File: src/rtl/gpio_slot_pkg.sv
package gpio_slot_pkg;
  localparam int unsigned GPIO_N   = 16;
  localparam int unsigned SLOT_W   = 20;
  localparam int unsigned PIN_LSB  = 4;
  localparam int unsigned REG_W    = 16;
  localparam int unsigned PD_BIT   = 8;
  localparam int unsigned RDY_BIT  = 0;
  localparam logic        ADDR_DIR = 1'b0;
  localparam logic        ADDR_PWR = 1'b1;
endpackage

File: src/rtl/gpio_sync.sv
module gpio_sync #(
  parameter int unsigned W = 16
) (
  input  logic         clk,
  input  logic         rst,
  input  logic [W-1:0] d,
  output logic [W-1:0] q
);
  logic [W-1:0] meta;

  always_ff @(posedge clk) begin
    if (rst) begin
      meta <= '0;
      q    <= '0;
    end else begin
      meta <= d;
      q    <= meta;
    end
  end
endmodule

File: src/rtl/gpio_ctrl_regs.sv
module gpio_ctrl_regs
  import gpio_slot_pkg::*;
#(
  parameter int unsigned N = GPIO_N
) (
  input  logic             clk,
  input  logic             rst,
  input  logic             frame_valid,
  input  logic             reg_we,
  input  logic             reg_addr,
  input  logic [REG_W-1:0] reg_wdata,
  output logic [REG_W-1:0] reg_rdata,
  output logic [N-1:0]     dir,
  output logic             pwr_down,
  output logic             ready
);
  logic [REG_W-1:0] pwr_view;
  logic [REG_W-1:0] dir_view;

  always_comb begin
    pwr_view          = '0;
    pwr_view[PD_BIT]  = pwr_down;
    pwr_view[RDY_BIT] = ready;
    dir_view          = '0;
    dir_view[N-1:0]   = dir;
  end

  always_ff @(posedge clk) begin
    if (rst) begin
      dir       <= '0;
      pwr_down  <= 1'b1;
      ready     <= 1'b0;
      reg_rdata <= '0;
    end else begin
      if (reg_we && reg_addr == ADDR_DIR) dir      <= reg_wdata[N-1:0];
      if (reg_we && reg_addr == ADDR_PWR) pwr_down <= reg_wdata[PD_BIT];
      if (frame_valid)                    ready    <= ~pwr_down;
      reg_rdata <= (reg_addr == ADDR_PWR) ? pwr_view : dir_view;
    end
  end
endmodule

File: src/rtl/gpio_frame_core.sv
module gpio_frame_core
  import gpio_slot_pkg::*;
#(
  parameter int unsigned N   = GPIO_N,
  parameter int unsigned SW  = SLOT_W,
  parameter int unsigned LSB = PIN_LSB
) (
  input  logic          clk,
  input  logic          rst,
  input  logic          frame_valid,
  input  logic [SW-1:0] out_slot,
  input  logic [N-1:0]  pin_sync,
  input  logic [N-1:0]  dir,
  input  logic          pwr_down,
  input  logic          ready,
  output logic [N-1:0]  pin_out,
  output logic [N-1:0]  pin_oe,
  output logic [SW-1:0] in_slot,
  output logic          irq
);
  logic [N-1:0]  prev_smp;
  logic [N-1:0]  rx_pins;
  logic [N-1:0]  status_pins;
  logic          change;
  logic          irq_nxt;
  logic [SW-1:0] slot_nxt;

  always_comb begin
    rx_pins     = out_slot[LSB +: N];
    status_pins = (pin_sync & ~dir) | (pin_out & dir);
    change      = (|((pin_sync ^ prev_smp) & ~dir)) & ready & ~pwr_down;
    irq_nxt     = change | (irq & out_slot[0]);
    slot_nxt    = '0;
    slot_nxt[LSB +: N] = status_pins;
    slot_nxt[0] = irq_nxt;
  end

  always_ff @(posedge clk) begin
    if (rst) begin
      prev_smp <= '0;
      pin_out  <= '0;
      pin_oe   <= '0;
      in_slot  <= '0;
      irq      <= 1'b0;
    end else if (frame_valid) begin
      prev_smp <= pin_sync;
      irq      <= irq_nxt;
      if (pwr_down) begin
        pin_out <= '0;
        pin_oe  <= '0;
        in_slot <= '0;
      end else begin
        pin_out <= rx_pins & dir;
        pin_oe  <= dir;
        in_slot <= slot_nxt;
      end
    end
  end
endmodule

File: src/rtl/gpio_slot_unit.sv
module gpio_slot_unit
  import gpio_slot_pkg::*;
#(
  parameter int unsigned N   = GPIO_N,
  parameter int unsigned SW  = SLOT_W,
  parameter int unsigned LSB = PIN_LSB
) (
  input  logic             clk,
  input  logic             rst,
  input  logic             frame_valid,
  input  logic [SW-1:0]    out_slot,
  output logic [SW-1:0]    in_slot,
  input  logic             reg_we,
  input  logic             reg_addr,
  input  logic [REG_W-1:0] reg_wdata,
  output logic [REG_W-1:0] reg_rdata,
  input  logic [N-1:0]     pin_in,
  output logic [N-1:0]     pin_out,
  output logic [N-1:0]     pin_oe,
  output logic             irq
);
  logic [N-1:0] pin_sync;
  logic [N-1:0] dir;
  logic         pwr_down;
  logic         ready;

  gpio_sync #(.W(N)) u_sync (
    .clk(clk), .rst(rst), .d(pin_in), .q(pin_sync)
  );

  gpio_ctrl_regs #(.N(N)) u_regs (
    .clk(clk), .rst(rst), .frame_valid(frame_valid),
    .reg_we(reg_we), .reg_addr(reg_addr), .reg_wdata(reg_wdata),
    .reg_rdata(reg_rdata), .dir(dir), .pwr_down(pwr_down), .ready(ready)
  );

  gpio_frame_core #(.N(N), .SW(SW), .LSB(LSB)) u_core (
    .clk(clk), .rst(rst), .frame_valid(frame_valid), .out_slot(out_slot),
    .pin_sync(pin_sync), .dir(dir), .pwr_down(pwr_down), .ready(ready),
    .pin_out(pin_out), .pin_oe(pin_oe), .in_slot(in_slot), .irq(irq)
  );
endmodule

File: config.mk
export PLATFORM = sky130hd
export DESIGN_NAME = gpio_slot_unit
export DESIGN_NICKNAME = d
export VERILOG_FILES = /design/src/rtl/gpio_slot_pkg.sv /design/src/rtl/gpio_sync.sv /design/src/rtl/gpio_ctrl_regs.sv /design/src/rtl/gpio_frame_core.sv /design/src/rtl/gpio_slot_unit.sv
export SDC_FILE = /design/constraint.sdc
export NUM_CORES = 1
export LEC_CHECK = 0
export ABC_AREA = 1
export ABC_CLOCK_PERIOD_IN_PS = 1300
export BUFFER_PORTS_ARGS = -buffer_cell sky130_fd_sc_hd__buf_2
export CAP_MARGIN = 20
export CORE_ASPECT_RATIO = 0.5
export CORE_MARGIN = 2
export CORE_UTILIZATION = 52
export DETAILED_ROUTE_END_ITERATION = 8
export PLACE_DENSITY_LB_ADDON = 0.08
export SLEW_MARGIN = 20
export SYNTH_ARGS = -nofsm -noshare
export SYNTH_HDL_FRONTEND = slang
export SYNTH_SLANG_ARGS = --single-unit
File: constraint.sdc
create_clock -name clk -period 1.3 [get_ports clk]
set_input_delay 0.13 -clock clk [delete_from_list [all_inputs] [get_ports clk]]
set_output_delay 0.13 -clock clk [all_outputs]
set_load 0.02 [all_outputs]
==> impl_metrics.toml <==
[outcome]
status = "complete, but fails checks"
violations = "negative setup slack"

[route]
drt-initial-drc-count = 287
drt-met1-wl_um = 6118
vias = 4504
wl_met2_um = 5441
ant_nets = 0
drc = 0
avgRoutedWirePerCell_um = 13.47
drt_wl_total_um = 12530
first_pass_iters = 5
top_layer = "met4"
wl_met3_um = 844
vias_per_cell = 4.843

[grt]
grt_overflow = 0
grt_max_degree = 57
track_usage = 0.2586
antenna_found_initial = 0
grt_pass1_wl_um = 20040
grt_pass1_vias = 4204

[die]
rows = 24
io_pins = 126
die-area_um2 = 9953
initial_core_util = 0.5394
die_h_um = 71.55
core_region_area_um2 = 8798
die_x_um = 139.1

[yosys]
synth_seq_cells = 132
synth_largest_area_cell = "dfxtp_1"
synth_top_area_share = 0.5568
synth.top_cells.by_area = "dfxtp_1 56%, a21oi_1 9.6%, nand2_1 9.1%"
seq_area_frac_synth = 0.5568
syn_inst = 608
avgSynthCellArea_um2 = 7.806
synth_warnings = 0
syn_area_um2 = 4746
ys_types = 18

[timing]
rsz0062_at_grt = "yes"
finalHoldViolCount = 0
max_freq_mhz = 769.2
period_minus_slack_ns = 1.300
slew_viol_final = 0
setup_ws_ns = -0.00009526
setup_viol = 1
clock_skew_ns = 0.005171
hold_ws_ns = 0.01070
finalCritPeriodShare = 1.000

[critical_path]
cp_slowest_stage_delay_ns = 0.32
cp_data_arrival_time_ns = 1.61
cp-end-kind = "flop"
cp_slowest_cell = "dfxtp_2"
crit_fanout = 3
crit_top_cell = "nand2_1"
worstPathRequired_ns = 1.61
crit_chain = "or2_0 -> nand3_1 -> nand2_1 -> nor2_2 -> nand2_1 -> o21ai_1 -> nand2_1 -> o21ai_2 -> inv_1"
worst_setup_path_start_kind = "flop"
crit_type = "flop to flop"

[clock_tree]
cts_sinks = 132
cts_tree = "yes"
numCtsBuffers = 17
clkTransAtPathRegs_ns = 0.06
cts_max_level = 4
clk_latency_ns = 0.42
post_cts_buffers = 0
clk_path_buf_depth = 2
cts_root_buf = "clkbuf_16"

[final_layout]
final_common_cell = "dfxtp_1"
n_antenna_cell = 0
num-nets-final = 857
layout-drive-gt1-share = 0.2595
final_cells = 930
syn_to_final_growth_pct = 40.07
layout_common_cells = "131 x dfxtp_1, 119 x buf_2, 115 x nand2_1"
utilization = 0.7555

[place]
port_buffers = 119
gp_congestion = 0.7693
pre_cts_ws_ns = 0.001521
dp_hpwl_um = 8170
dp_cells = 859

[power]
leakagePower_uw = 0.003034
p_total_uw = 9426
p_per_area_nw_per_um2 = 1418
vdd_drop_max_mv = 1.344

[worst_hold_path]
min-delay-path-class = "input pin to flop"

[run]
drv_cap = 0
==> critical path: cells and delay by family, from the launching register on <==
family	cells	cell delay [ns]
simple gates	6	0.60
flops	1	0.32
compound gates	2	0.24
buf+inv	1	0.04
==> layout make-up <==
cell class,count,area (um2)
sequential,132,2644
fill,662,2151
multi-input combinational,360,1645
timing repair buffer,203,1349
clock buffer,18,429.2
inverter,86,325.3
tap,117,146.4
clock inverter,14,108.9
==> synth_stat cells <==
library cell / number
dfxtp_1: 132
nor2_8: 1
nor2_1: 56
conb_1: 1
nand3_1: 31
clkbuf_1: 20
a21oi_1: 91
buf_4: 4
or2_0: 1
buf_6: 1
a21oi_2: 9
buf_2: 7
o21ai_1: 11
inv_1: 84
inv_4: 1
inv_2: 1
o21ai_0: 42
nand2_1: 115
==> logic make-up after synthesis <==
group           synth area share
simple gates              0.1735
flops                     0.5568
compound gates            0.1685
other cells            0.0007902
buf+inv                   0.1004
==> registers in the layout (all words and copies together), names as in the netlist <==
| register | cells |
|---|---|
| u_core.in_slot | 17 |
| u_core.irq | 1 |
| u_core.pin_oe | 16 |
| u_core.pin_out | 16 |
| u_core.prev_smp | 16 |
| u_regs.dir | 16 |
| u_regs.pwr_down | 1 |
| u_regs.ready | 1 |
| u_regs.reg_rdata | 16 |
| u_sync.meta | 16 |
| u_sync.q | 16 |
==> per-stage QoR <==
stage | TNS, ns | cell area, um2
2_1_floorplan | 0 | 4753
3_3_place_gp | 0 | 5707
3_5_place_dp | 0 | 5707
4_1_cts | 0 | 6643
5_1_grt | -0.2657 | 6648
6_report | -0.00009526 | 6648
==> power breakdown <==
group | switching [uW] | internal (uW) | total, uW
logic | 485 | 375 | 861
clock network | 1850 | 2450 | 4300
registers | 76.6 | 4190 | 4270
==> final timing paths <==
kind,end,slack (ns),start,cells after the start
worst min register to register,u_sync.q[1],0.40,u_sync.meta[1],2
worst max-delay path,u_core.irq,-0.0001,u_core.prev_smp[2],9
worst max register to register,u_core.irq,-0.0001,u_core.prev_smp[2],9
worst min-delay path,u_regs.dir[3],0.01,reg_wdata[3],3
==> what timing repair did <==
item | in CTS | in global routing
hold buffers | 39 | 0
gates resized for setup | 2 | 2
hold endpoints to repair | 38 | 0
endpoints found under the setup margin | 1 | 2
==> routing by layer <==
metal | track usage | vias up
met2 | 0.4061 | 165
li1 | - | 2297
met1 | 0.3566 | 2028
met4 | 0.09652 | 0
met3 | 0.05749 | 14
met5 | 0 | -
Power figures use the tool's default switching activity.
